[src/rtl/strobe_pkg.sv]
// Shared types and the switch-pattern table for the strobe decoder.
// Assumes six switches and a two-bit color code; bit i of a mask is switch i+1.
package strobe_pkg;

    localparam int NUM_SW = 6;
    localparam int CODE_W = 2;

    typedef logic [NUM_SW-1:0] sw_mask_t;
    typedef logic [CODE_W-1:0] color_code_t;

    typedef enum logic {
        ST_HOLD = 1'b0,
        ST_DEAD = 1'b1
    } seq_state_e;

    // Switch pattern for a color code under one of the two package layouts.
    function automatic sw_mask_t pattern_of(input color_code_t code, input logic cca);
        sw_mask_t m;
        m = '0;
        if (!cca) begin
            // Common anode: low three always closed, one cathode switch per color.
            m[2:0] = 3'b111;
            if (code != '0) m[2 + int'(code)] = 1'b1;
        end else begin
            case (code)
                2'd1:    m = 6'b100001;
                2'd2:    m = 6'b011100;
                2'd3:    m = 6'b011010;
                default: m = 6'b000000;
            endcase
        end
        return m;
    endfunction

endpackage

[src/rtl/sw_pattern_map.sv]
// Turns enable, color code and layout bit into the wanted switch pattern
// and the effective code (0 when disabled). Purely combinational.
module sw_pattern_map
    import strobe_pkg::*;
(
    input  logic        enable,
    input  color_code_t color_sel,
    input  logic        map_cca,
    output color_code_t code_eff,
    output sw_mask_t    want_mask
);

    // Gate the code with enable, then look up the pattern.
    always_comb begin
        code_eff  = enable ? color_sel : '0;
        want_mask = enable ? pattern_of(color_sel, map_cca) : '0;
    end

endmodule

[src/rtl/bbm_timer.sv]
// Dead-time timer. A start pulse captures the dead-time code and restarts
// the count. fire pulses on the edge that ends (code+2) ticks of TICK_CYCLES
// clocks, counted from the start edge. Assumes TICK_CYCLES >= 1.
module bbm_timer #(
    parameter int TICK_CYCLES = 14,
    parameter int BBM_W       = 8
) (
    input  logic             clk,
    input  logic             rst_n,
    input  logic             start,
    input  logic [BBM_W-1:0] dead_code,
    output logic             fire
);

    localparam int PRE_W = (TICK_CYCLES > 1) ? $clog2(TICK_CYCLES) : 1;
    localparam int TK_W  = BBM_W + 1;
    localparam logic [PRE_W-1:0] PRE_LAST = PRE_W'(TICK_CYCLES - 1);

    logic             running;
    logic [PRE_W-1:0] pre;
    logic [TK_W-1:0]  tk;
    logic [TK_W-1:0]  lim;
    logic             tick;

    // Tick strobe from the prescaler.
    always_comb begin
        tick = running && (pre == PRE_LAST);
        fire = tick && (tk == lim) && !start;
    end

    // Prescaler, tick counter and captured limit.
    always_ff @(posedge clk) begin
        if (!rst_n) begin
            running <= 1'b0;
            pre     <= '0;
            tk      <= '0;
            lim     <= '0;
        end else if (start) begin
            running <= 1'b1;
            pre     <= '0;
            tk      <= '0;
            lim     <= TK_W'(dead_code) + TK_W'(1);
        end else if (running) begin
            if (tick) begin
                pre <= '0;
                if (tk == lim) running <= 1'b0;
                else           tk      <= tk + TK_W'(1);
            end else begin
                pre <= pre + PRE_W'(1);
            end
        end
    end

    // the tick count never passes the captured limit.
    p_tick_bound_r7: assert property (@(posedge clk) disable iff (!rst_n)
        running |-> (tk <= lim));

    // the captured limit holds while the count runs without a restart.
    p_limit_held_r10: assert property (@(posedge clk) disable iff (!rst_n)
        ($past(running) && !$past(start) && running) |-> $stable(lim));

endmodule

[src/rtl/dac_route.sv]
// Picks the current word of the active color code. The word is zeroed and
// the valid flag dropped for code 0 or while the sequencer is not settled.
module dac_route
    import strobe_pkg::*;
#(
    parameter int DAC_W = 10
) (
    input  color_code_t      code,
    input  logic             settled,
    input  logic [DAC_W-1:0] dac_a,
    input  logic [DAC_W-1:0] dac_b,
    input  logic [DAC_W-1:0] dac_c,
    output logic [DAC_W-1:0] dac_word,
    output logic             dac_valid
);

    logic [DAC_W-1:0] chan [4];

    assign chan[0] = '0;
    assign chan[1] = dac_a;
    assign chan[2] = dac_b;
    assign chan[3] = dac_c;

    // Select the channel and gate it with the valid condition.
    always_comb begin
        dac_valid = settled && (code != '0);
        dac_word  = dac_valid ? chan[code] : '0;
    end

endmodule

[src/rtl/strobe_switch_decoder.sv]
// Break-before-make strobe decoder. It holds the target pattern, opens
// unneeded switches one edge after a change, and closes new ones when the
// dead timer fires. Assumes the inputs are synchronous to clk.
module strobe_switch_decoder
    import strobe_pkg::*;
#(
    parameter int TICK_CYCLES = 14,
    parameter int BBM_W       = 8,
    parameter int DAC_W       = 10
) (
    input  logic             clk,
    input  logic             rst_n,
    input  logic             enable,
    input  logic [1:0]       color_sel,
    input  logic             map_cca,
    input  logic [BBM_W-1:0] dead_code,
    input  logic [DAC_W-1:0] dac_a,
    input  logic [DAC_W-1:0] dac_b,
    input  logic [DAC_W-1:0] dac_c,
    output logic [5:0]       sw_close,
    output logic [DAC_W-1:0] dac_word,
    output logic             dac_valid
);

    color_code_t code_eff;
    sw_mask_t    want_mask;
    color_code_t goal_code;
    sw_mask_t    goal_mask;
    sw_mask_t    sw_q;
    seq_state_e  st;
    logic        chg;
    logic        fire;

    sw_pattern_map u_map (
        .enable    (enable),
        .color_sel (color_sel),
        .map_cca   (map_cca),
        .code_eff  (code_eff),
        .want_mask (want_mask)
    );

    bbm_timer #(.TICK_CYCLES(TICK_CYCLES), .BBM_W(BBM_W)) u_timer (
        .clk       (clk),
        .rst_n     (rst_n),
        .start     (chg),
        .dead_code (dead_code),
        .fire      (fire)
    );

    dac_route #(.DAC_W(DAC_W)) u_dac (
        .code      (goal_code),
        .settled   (st == ST_HOLD),
        .dac_a     (dac_a),
        .dac_b     (dac_b),
        .dac_c     (dac_c),
        .dac_word  (dac_word),
        .dac_valid (dac_valid)
    );

    // Detect a request for a different code or pattern.
    always_comb chg = {code_eff, want_mask} != {goal_code, goal_mask};

    // Target capture, opening on change, closing when the dead time ends.
    always_ff @(posedge clk) begin
        if (!rst_n) begin
            goal_code <= '0;
            goal_mask <= '0;
            sw_q      <= '0;
            st        <= ST_HOLD;
        end else if (chg) begin
            goal_code <= code_eff;
            goal_mask <= want_mask;
            sw_q      <= sw_q & want_mask;
            st        <= ST_DEAD;
        end else if (st == ST_DEAD && fire) begin
            sw_q <= goal_mask;
            st   <= ST_HOLD;
        end
    end

    assign sw_close = sw_q;

    // a switch closes only on the edge where the dead timer fires.
    p_close_on_fire_r7: assert property (@(posedge clk) disable iff (!rst_n)
        (|(sw_close & ~$past(sw_close))) |-> $past(fire));

    // switches closed before a change and still wanted stay closed.
    p_keep_closed_r6: assert property (@(posedge clk) disable iff (!rst_n)
        $past(chg) |-> ((sw_close & $past(sw_close & want_mask)) == $past(sw_close & want_mask)));

    // a valid current word implies some switch is closed.
    p_valid_closed_r4: assert property (@(posedge clk) disable iff (!rst_n)
        dac_valid |-> (sw_close != '0));

    // with enable low nothing closes and the word is not valid.
    p_enable_low_r9: assert property (@(posedge clk) disable iff (!rst_n)
        !$past(enable) |-> (!dac_valid && ((sw_close & ~$past(sw_close)) == '0)));

endmodule

[config.mk]
export PLATFORM = sky130hd
export DESIGN_NAME = strobe_switch_decoder
export DESIGN_NICKNAME = d
export VERILOG_FILES = /design/src/rtl/strobe_pkg.sv /design/src/rtl/sw_pattern_map.sv /design/src/rtl/bbm_timer.sv /design/src/rtl/dac_route.sv /design/src/rtl/strobe_switch_decoder.sv
export SDC_FILE = /design/constraint.sdc
export NUM_CORES = 1
export LEC_CHECK = 0
export BUFFER_PORTS_ARGS = -buffer_cell sky130_fd_sc_hd__buf_2
export CAP_MARGIN = 20
export CELL_PAD_IN_SITES_DETAIL_PLACEMENT = 0
export CELL_PAD_IN_SITES_GLOBAL_PLACEMENT = 1
export CORE_MARGIN = 5
export CORE_UTILIZATION = 40
export CTS_CLUSTER_DIAMETER = 100
export DETAILED_ROUTE_END_ITERATION = 16
export PLACE_DENSITY = 0.8
export SYNTH_ARGS = -nofsm -noshare
export SYNTH_HDL_FRONTEND = slang
export SYNTH_SLANG_ARGS = --single-unit
[constraint.sdc]
create_clock -name clk -period 2.65 [get_ports clk]
set_input_delay 0.265 -clock clk [delete_from_list [all_inputs] [get_ports clk]]
set_output_delay 0.265 -clock clk [all_outputs]
set_load 0.03 [all_outputs]
==> results.py, run 1 <==
metrics = {
    "timing": {
        "setup_viol": 0,
        "fin_ws_ps": 296.8,
        "min_period_ps": 2353,
        "skew_ps": 12.74,
        "holdWs_ps": 281.7,
        "relSlewSlack_pct": 51.18,
        "setup_tns_ps": 0,
        "finalCritPeriodShare_pct": 88.80,
        "worst_slew_pin_slew_ps": 726.1,
        "finalHoldViolCount": 0,
        "fmax_ghz": 0.4249,
        "rsz0062_at_grt": "false",
        "slew_viol_final": 0,
    },
    "cts": {
        "clk_latency_ps": 290,
        "cts_tree": "done",
        "post_cts_resized": 0,
        "cts-root-buf": "clkbuf_8",
        "htreeDepth": 2,
        "numCtsBuffers": 5,
        "holdBufCountCts": 0,
        "clockBufferDepth": 2,
        "clkSlewWorstSetupHoldPaths_ps": 70,
        "cts_sinks": 38,
        "cts_setup_buffers": 0,
    },
    "pwr": {
        "power_density_nw_per_um2": 476.5,
        "p_leak_nw": 1.133,
        "irDropWorstVdd_uv": 355.5,
    },
    "routing": {
        "drt_iter0_drc": 96,
        "wl_met1_mm": 2.694,
        "wl_met2_mm": 2.380,
        "finalWirelength_mm": 5.663,
        "topRoutingLayerUsed": "met4",
        "drc": 0,
        "ant_nets": 0,
        "vias_per_cell": 5.209,
        "wl_per_cell_um": 13.32,
        "num_vias": 2214,
        "drt_pass1_iterations": 5,
        "met3WireLength_um": 516,
    },
    "critical_path": {
        "cp.required_ps": 2380,
        "end_kind": "output port",
        "slowest_stage": "dfxtp_1",
        "criticalPathCategory": "flop to output port",
        "startpoint_type": "flop",
        "path_max_fanout": 13,
        "cpMostUsedCell": "nor2_1",
        "crit_chain": "inv_1 > nor2_1 > a22oi_1 > nor2_1 > buf_2",
        "cp.arrival_ps": 2090,
        "cp_slowest_stage_delay_ps": 650,
    },
    "worst_hold_path": {
        "worstHoldPathType": "input port to flop",
    },
    "synth": {
        "syn_area_sq_um": 2395,
        "async_flop_share_pct": 0,
        "ys_seq_area_share_pct": 31.77,
        "synth_ff_type": "dfxtp_1",
        "ys_warn_count": 0,
        "ys_types": 49,
        "synthCells": 299,
        "synth_fp_nets": 347,
        "synth-edff-count": 0,
        "syn_avg_cell_area_sq_um": 8.009,
        "synth_seq_cells": 38,
    },
    "status": {
        "outcome": "finished, final reports clean",
    },
    "global_routing": {
        "grt.total_usage_pct": 15.22,
        "grt_antenna_before_repair": 0,
        "grt_pass1_wl_mm": 9.459,
        "grt_pass1_vias": 2041,
        "grt_remaining_overflow": 0,
        "grt_max_degree": 22,
    },
    "layout": {
        "regArea_sq_um": 760.7,
        "drive_above_1_share_pct": 26.00,
        "diodes": 0,
        "multi_input_area_sq_um": 1495,
        "fin_nets": 397,
        "fillers": 621,
        "syn2layout_area_growth_pct": 16.98,
    },
    "placement": {
        "io_buffers": 60,
        "dp_hpwl_mm": 4.224,
        "gp_congestion": 0.7785,
        "place_ws_ps": 351.2,
    },
    "die": {
        "io_pins": 61,
        "die_x_um": 87.38,
        "dieArea_sq_um": 7634,
        "start_util_pct": 40.69,
        "rows": 28,
        "core_sq_um": 5886,
        "die_h_um": 87.38,
    },
    "job": {
        "drv_cap": 0,
    },
}
path summary, 6_finish.rpt:
| check | from | endpoint | slack, ps | depth (start not counted) |
|---|---|---|---|---|
| setup / recovery | goal_code[0]$_SDFFE_PN0N_ | dac_word[3] | 300 | 5 |
| hold reg to reg | sw_close[2]$_SDFFE_PN0P_ | sw_close[2]$_SDFFE_PN0P_ | 450 | 2 |
| setup reg to reg | goal_code[0]$_SDFFE_PN0N_ | u_timer.pre[3]$_SDFFE_PP0P_ | 370 | 6 |
| hold / removal | dead_code[6] | u_timer.lim[8]$_SDFFE_PN0N_ | 280 | 3 |
stage by stage:
step	util (%)	power [mW]	std cells	area [sq um]
final	47.60	1.335	425	2801
after global routing	47.60	1.409	425	2801
after CTS	47.60	1.348	425	2801
after detailed placement	45.75	0.8671	417	2693
after global placement	45.66	0.8625	416	2688
after floorplan	-	0.8010	299	2395
critical path, delay by kind of cell (launching register included):
family | cells | cell delay [ps]
buffers and inverters | 2 | 330
flip-flops | 1 | 650
AO/OA/AOI/OAI | 1 | 190
AND/OR/NAND/NOR | 2 | 640
flip-flops by register name, indices dropped and copies added (netlist names):
register,count
u_timer.tk,9
u_timer.pre,4
goal_code,2
st,1
goal_mask,6
u_timer.lim,9
sw_close,6
u_timer.running,1
routing by layer:
metal,vias to the layer above,global-route usage [%]
met2,79,23.97
met1,972,20.30
met4,0,5.160
met3,5,3.595
li1,1158,-
met5,-,0
kinds of logic after synthesis:
group / share of synthesized area (%)
AO/OA/AOI/OAI: 17.09
XOR/XNOR: 9.875
adder cells (fa/ha/maj): 2.090
buffers and inverters: 5.799
flip-flops: 31.77
multiplexers: 6.792
AND/OR/NAND/NOR: 26.59
Yosys cell counts, types with 2 or more instances:
cell / count / area (sq um)
nor2_1: 46 / 172.7
dfxtp_1: 38 / 760.7
nand2_1: 24 / 90.09
xor2_1: 21 / 183.9
a21oi_1: 15 / 75.07
nor3_1: 15 / 75.07
nand3_1: 11 / 55.05
nand4_1: 11 / 68.82
a22oi_1: 10 / 75.07
mux2_2: 10 / 112.6
buf_2: 9 / 45.04
o21ai_1: 8 / 40.04
a31oi_1: 6 / 37.54
xnor2_1: 6 / 52.55
and2_1: 5 / 31.28
buf_4: 5 / 37.54
mux2i_1: 5 / 50.05
o21ai_0: 5 / 25.02
clkbuf_1: 4 / 15.01
ha_1: 4 / 50.05
inv_1: 4 / 15.01
nand2b_1: 4 / 25.02
a21boi_0: 3 / 22.52
a41oi_1: 2 / 17.52
buf_6: 2 / 22.52
nor2b_1: 2 / 12.51
o2111ai_1: 2 / 17.52
where the power goes:
group | total (mW) | switching [mW] | internal (mW)
Combinational | 0.240 | 0.138 | 0.102
Clock | 0.481 | 0.204 | 0.277
Sequential | 0.614 | 0.0242 | 0.590
cell type report:
| type | count | area share, % |
|---|---|---|
| Clock buffer | 5 | 2.456 |
| Sequential cell | 38 | 27.15 |
| Inverter | 4 | 0.5360 |
| Timing Repair Buffer | 64 | 11.70 |
| Tap cell | 75 | 3.350 |
| Clock inverter | 3 | 1.429 |
| Multi-Input combinational cell | 236 | 53.37 |
cells in the final DEF (no fill, tap or decap), types with 5 or more instances in the layout:
| master | n |
|---|---|
| nand3_1 | 11 |
| xor2_1 | 21 |
| o21ai_0 | 5 |
| mux2i_1 | 5 |
| nor3_1 | 15 |
| a22oi_1 | 10 |
| dfxtp_1 | 38 |
| nand4_1 | 11 |
| xnor2_1 | 6 |
| and2_1 | 5 |
| nand2_1 | 24 |
| mux2_2 | 10 |
| a31oi_1 | 6 |
| clkbuf_8 | 5 |
| buf_2 | 61 |
| o21ai_1 | 8 |
| a21oi_1 | 15 |
| nor2_1 | 46 |
No activity file was read; power rests on OpenSTA's default activity.
==> run 2: changes to the inputs <==
CORE_MARGIN = 10   (was 5)
==> run 2 against run 1 <==
Routed wire length is 7.3% higher; power is 5.2% lower; worst setup slack gained 3.5 ps; sequential share of layout area increased by 0.24 points; critical endpoint is now dac_word[5]; critical path depth unchanged; final area fell by 0.89%; non-clock buffer count fell by 1; core utilization down 0.14 points; critical path type unchanged; clock power down 14%; largest cell class unchanged.
==> results.py, run 2 (synthesis gave the netlist of run 1 again) <==
metrics = {
    "status": {
        "outcome": "finished, final reports clean",
    },
    "layout": {
        "syn2layout_area_growth_pct": 15.94,
        "multi_input_area_sq_um": 1495,
        "diodes": 0,
        "layout_common_cells": "buf_2 (61), nor2_1 (46), dfxtp_1 (38), nand2_1 (24), xor2_1 (21)",
        "regArea_sq_um": 760.7,
        "fillers": 603,
        "drive_above_1_share_pct": 25.50,
        "design_area_sq_um": 2776,
        "fin_nets": 396,
        "top_regs": "u_timer.lim x9, u_timer.tk x9",
        "layout_commonest_cell": "buf_2",
    },
    "routing": {
        "drt_pass1_iterations": 4,
        "drc": 0,
        "wl_per_cell_um": 14.33,
        "ant_nets": 0,
        "num_vias": 2213,
        "vias_per_cell": 5.219,
        "finalWirelength_mm": 6.075,
        "drt_iter0_drc": 82,
    },
    "timing": {
        "rsz0062_at_grt": "false",
        "setup_tns_ps": 0,
        "min_period_ps": 2350,
        "slew_viol_final": 0,
        "finalCritPeriodShare_pct": 88.67,
        "setup_viol": 0,
        "holdWs_ps": 279.4,
        "skew_ps": 4.656,
        "fmax_ghz": 0.4256,
        "relSlewSlack_pct": 57.83,
        "finalHoldViolCount": 0,
        "worst_slew_pin_slew_ps": 630.2,
    },
    "cts": {
        "htreeDepth": 2,
        "cts-root-buf": "clkbuf_8",
        "numCtsBuffers": 5,
        "cts_sinks": 38,
        "holdBufCountCts": 0,
        "post_cts_resized": 0,
        "clkSlewWorstSetupHoldPaths_ps": 70,
        "clockBufferDepth": 2,
        "cts_tree": "done",
        "clk_latency_ps": 290,
        "cts_setup_buffers": 0,
    },
    "die": {
        "die_h_um": 97.38,
        "io_pins": 61,
        "rows": 28,
        "die_x_um": 97.38,
        "start_util_pct": 40.93,
        "dieArea_sq_um": 9482,
        "core_sq_um": 5851,
    },
    "pwr": {
        "p_leak_nw": 1.118,
        "power_mw": 1.266,
        "power_density_nw_per_um2": 456.0,
        "irDropWorstVdd_uv": 210.8,
    },
    "worst_hold_path": {
        "worstHoldPathType": "input port to flop",
        "worstHoldPathCells": 3,
    },
    "global_routing": {
        "grt_max_degree": 22,
        "grt_antenna_before_repair": 0,
        "grt.total_usage_pct": 12.37,
        "grt_pass1_wl_mm": 10.11,
        "grt_pass1_vias": 2082,
        "grt_remaining_overflow": 0,
    },
    "critical_path": {
        "cp.required_ps": 2380,
        "criticalPathCategory": "flop to output port",
        "reg2regPathDepth": 6,
        "path_max_fanout": 13,
        "cp.arrival_ps": 2080,
        "startpoint_type": "flop",
        "end_kind": "output port",
    },
    "placement": {
        "gp_congestion": 0.8161,
        "io_buffers": 60,
        "dp_hpwl_mm": 4.590,
        "dpl_cell_area_sq_um": 2685,
    },
    "job": {
        "drv_cap": 0,
    },
}
run 2: cell count changes in the layout (fill, tap and decap cells not counted), sizes merged:
cell / change
clkbuf: +2
clkinv: -1
buf: -1
bufinv: -1
run 2: final timing paths:
path	startpoint	endpoint	slack, ps
worst min-delay path	dead_code[6]	u_timer.lim[8]$_SDFFE_PN0N_	280
worst max register to register	goal_code[0]$_SDFFE_PN0N_	u_timer.pre[3]$_SDFFE_PP0P_	400
worst max-delay path	goal_code[0]$_SDFFE_PN0N_	dac_word[5]	300
worst min register to register	sw_close[1]$_SDFFE_PN0P_	sw_close[1]$_SDFFE_PN0P_	450
run 2: final cells by class:
type / count / area share [%]
clock inverter: 1 / 0.1803
clock buffer: 7 / 3.110
multi-input combinational: 236 / 53.85
sequential: 38 / 27.40
tap: 75 / 3.380
inverter: 4 / 0.5408
timing repair buffer: 63 / 11.54
run 2: critical path, stage by stage (launching register included):
cell and delay (ps):
dfxtp_1 640, inv_1 120, nor2_1 510, a22oi_1 210, nor2_1 110, buf_2 210
run 2: metrics by stage:
step	setup WS (ps)	instances	utilization (%)
2_1_floorplan	986.2	299	-
5_1_grt	78.87	424	47.46
3_5_place_dp	409.7	416	45.89
6_report	300.2	424	47.46
3_3_place_gp	429.3	415	45.81
4_1_cts	276.9	424	47.46
run 2: report_power, final:
| group | switching (mW) | leakage [nW] | internal, mW |
|---|---|---|---|
| Combinational | 0.139 | 0.760 | 0.101 |
| Sequential | 0.0241 | 0.310 | 0.590 |
| Clock | 0.202 | 0.0482 | 0.210 |
run 2: routing by layer:
layer / track usage [%] / vias up / part of all wire [%] / routed length (um)
li1: - / 1157 / - / -
met1: 17.23 / 984 / 53 / 3210
met2: 17.68 / 66 / 40 / 2417
met3: 3.556 / 6 / 6.0 / 365
met4: 4.027 / 0 / 1.3 / 81
met5: 0 / - / 0 / 0
==> run 3: changes to the inputs <==
RECOVER_POWER = 100   (was not set)
==> run 3 against run 2 <==
Clock skew barely moved; register-to-register slack barely moved; worst setup slack got worse by 18 ps; sequential cell count did not move; routed wire length barely moved; global-route usage did not move.
==> results.py, run 3 (synthesis gave the netlist of run 1 again) <==
metrics = {
    "status": {
        "outcome": "finished, final reports clean",
    },
    "critical_path": {
        "cp_slowest_stage_delay_ps": 640,
        "path_buf_inv": 2,
        "slowest_stage": "dfxtp_1",
        "criticalPathCategory": "flop to output port",
        "r2r_end": "u_timer.pre[3]$_SDFFE_PP0P_",
        "startpoint_type": "flop",
        "cpMostUsedCell": "nor2_1",
        "cp.depth": 5,
        "cp.required_ps": 2380,
        "reg2regPathDepth": 6,
        "critical_path.top_delay_family": "flip-flops",
        "crit_chain": "inv_1 > nor2_1 > a22oi_1 > nor2_1 > clkbuf_2",
        "path_max_fanout": 13,
        "crit_end": "dac_word[5]",
        "cp.arrival_ps": 2100,
        "r2r_start": "goal_code[0]$_SDFFE_PN0N_",
        "end_kind": "output port",
        "startpoint": "goal_code[0]$_SDFFE_PN0N_",
        "ff2ff_setup_slack_ps": 390,
    },
    "routing": {
        "finalWirelength_mm": 6.077,
        "num_vias": 2232,
        "ant_nets": 0,
        "drt_pass1_iterations": 4,
        "drc": 0,
        "vias_per_cell": 5.264,
        "drt_iter0_drc": 84,
        "wl_per_cell_um": 14.33,
    },
    "timing": {
        "slew_viol_final": 0,
        "relSlewSlack_pct": 57.65,
        "finalHoldViolCount": 0,
        "skew_ps": 4.427,
        "finalCritPeriodShare_pct": 89.35,
        "rsz0062_at_grt": "false",
        "fmax_ghz": 0.4223,
        "setup_viol": 0,
        "worst_slew_pin_slew_ps": 632.9,
        "min_period_ps": 2368,
        "setup_tns_ps": 0,
    },
    "cts": {
        "clk_latency_ps": 290,
        "numCtsBuffers": 5,
        "cts_setup_buffers": 0,
        "post_cts_resized": 0,
        "clkSlewWorstSetupHoldPaths_ps": 70,
        "cts_tree": "done",
        "holdBufCountCts": 0,
        "clockBufferDepth": 2,
        "htreeDepth": 2,
        "cts_sinks": 38,
        "cts-root-buf": "clkbuf_8",
    },
    "placement": {
        "io_buffers": 60,
        "dp.cells": 416,
        "gp_congestion": 0.8161,
        "dp_hpwl_mm": 4.590,
    },
    "layout": {
        "regArea_sq_um": 760.7,
        "final_core_util_pct": 47.16,
        "diodes": 0,
        "layout_commonest_cell": "nor2_1",
        "fin_nets": 396,
        "final_cell_count_no_fill": 424,
        "layout_common_cells": "nor2_1 (46), buf_2 (43), dfxtp_1 (38), nand2_1 (24), xor2_1 (21)",
        "multi_input_area_sq_um": 1488,
        "drive_above_1_share_pct": 22.92,
        "syn2layout_area_growth_pct": 15.20,
        "top_regs": "u_timer.lim x9, u_timer.tk x9",
        "fillers": 607,
    },
    "global_routing": {
        "grt_max_degree": 22,
        "grt_pass1_vias": 2082,
        "grt.total_usage_pct": 12.37,
        "grt_pass1_wl_mm": 10.11,
        "grt_antenna_before_repair": 0,
        "grt_remaining_overflow": 0,
    },
    "die": {
        "dieArea_sq_um": 9482,
        "io_pins": 61,
        "rows": 28,
        "die_h_um": 97.38,
        "start_util_pct": 40.93,
        "core_sq_um": 5851,
        "die_x_um": 97.38,
    },
    "pwr": {
        "power_mw": 1.263,
        "irDropWorstVdd_uv": 211.1,
        "p_leak_nw": 1.076,
        "power_density_nw_per_um2": 457.9,
    },
    "job": {
        "drv_cap": 0,
    },
    "worst_hold_path": {
        "worstHoldPathType": "input port to flop",
    },
}
## run 3: worst reg2reg max path: stages, from the launching register on
cell	delay, ps
dfxtp_1	640
inv_1	120
o32ai_1	280
a22o_1	190
and4_4	400
nand3_2	290
nor3_1	250
## run 3: cell type report
type / instances / area share (%)
multi-input cells: 236 / 53.92
clock buffers: 7 / 3.129
inverters: 4 / 0.5442
well taps: 75 / 3.401
repair buffers: 63 / 11.25
clock inverters: 1 / 0.1814
flip-flops and latches: 38 / 27.57
## run 3: per-layer routing
layer	part of all wire, %	track usage, %
met5	0	0
met4	1.3	4.027
met3	6.5	3.556
met2	40	17.68
met1	52	17.23
## run 3: where the power goes
group          internal, mW  leakage (nW)  switching [mW]
combinational        0.0996         0.717           0.138
clock                 0.210        0.0482           0.202
sequential            0.590         0.310          0.0241
## run 3: worst min-delay path by stage
| stage | from | end | slack, ps | depth (start not counted) |
|---|---|---|---|---|
| global route | dead_code[6] | u_timer.lim[8]$_SDFFE_PN0N_ | 290 | 3 |
| global placement | sw_close[4]$_SDFFE_PN0P_ | sw_close[4]$_SDFFE_PN0P_ | 430 | 2 |
| finish | dead_code[6] | u_timer.lim[8]$_SDFFE_PN0N_ | 280 | 3 |
| floorplan | dead_code[6] | u_timer.lim[8]$_SDFFE_PN0N_ | 430 | 2 |
| detailed placement | sw_close[4]$_SDFFE_PN0P_ | sw_close[4]$_SDFFE_PN0P_ | 440 | 2 |
| CTS | dead_code[6] | u_timer.lim[8]$_SDFFE_PN0N_ | 270 | 3 |
## run 3: stage by stage
step / cell area [sq um] / hold slack [ps] / setup slack [ps]
2_1_floorplan: 2395 / 428.4 / 986.2
3_3_place_gp: 2680 / 434.3 / 429.3
3_5_place_dp: 2685 / 444.1 / 409.7
4_1_cts: 2776 / 271.6 / 276.9
5_1_grt: 2759 / 288.1 / 53.65
6_report: 2759 / 279.5 / 282.1
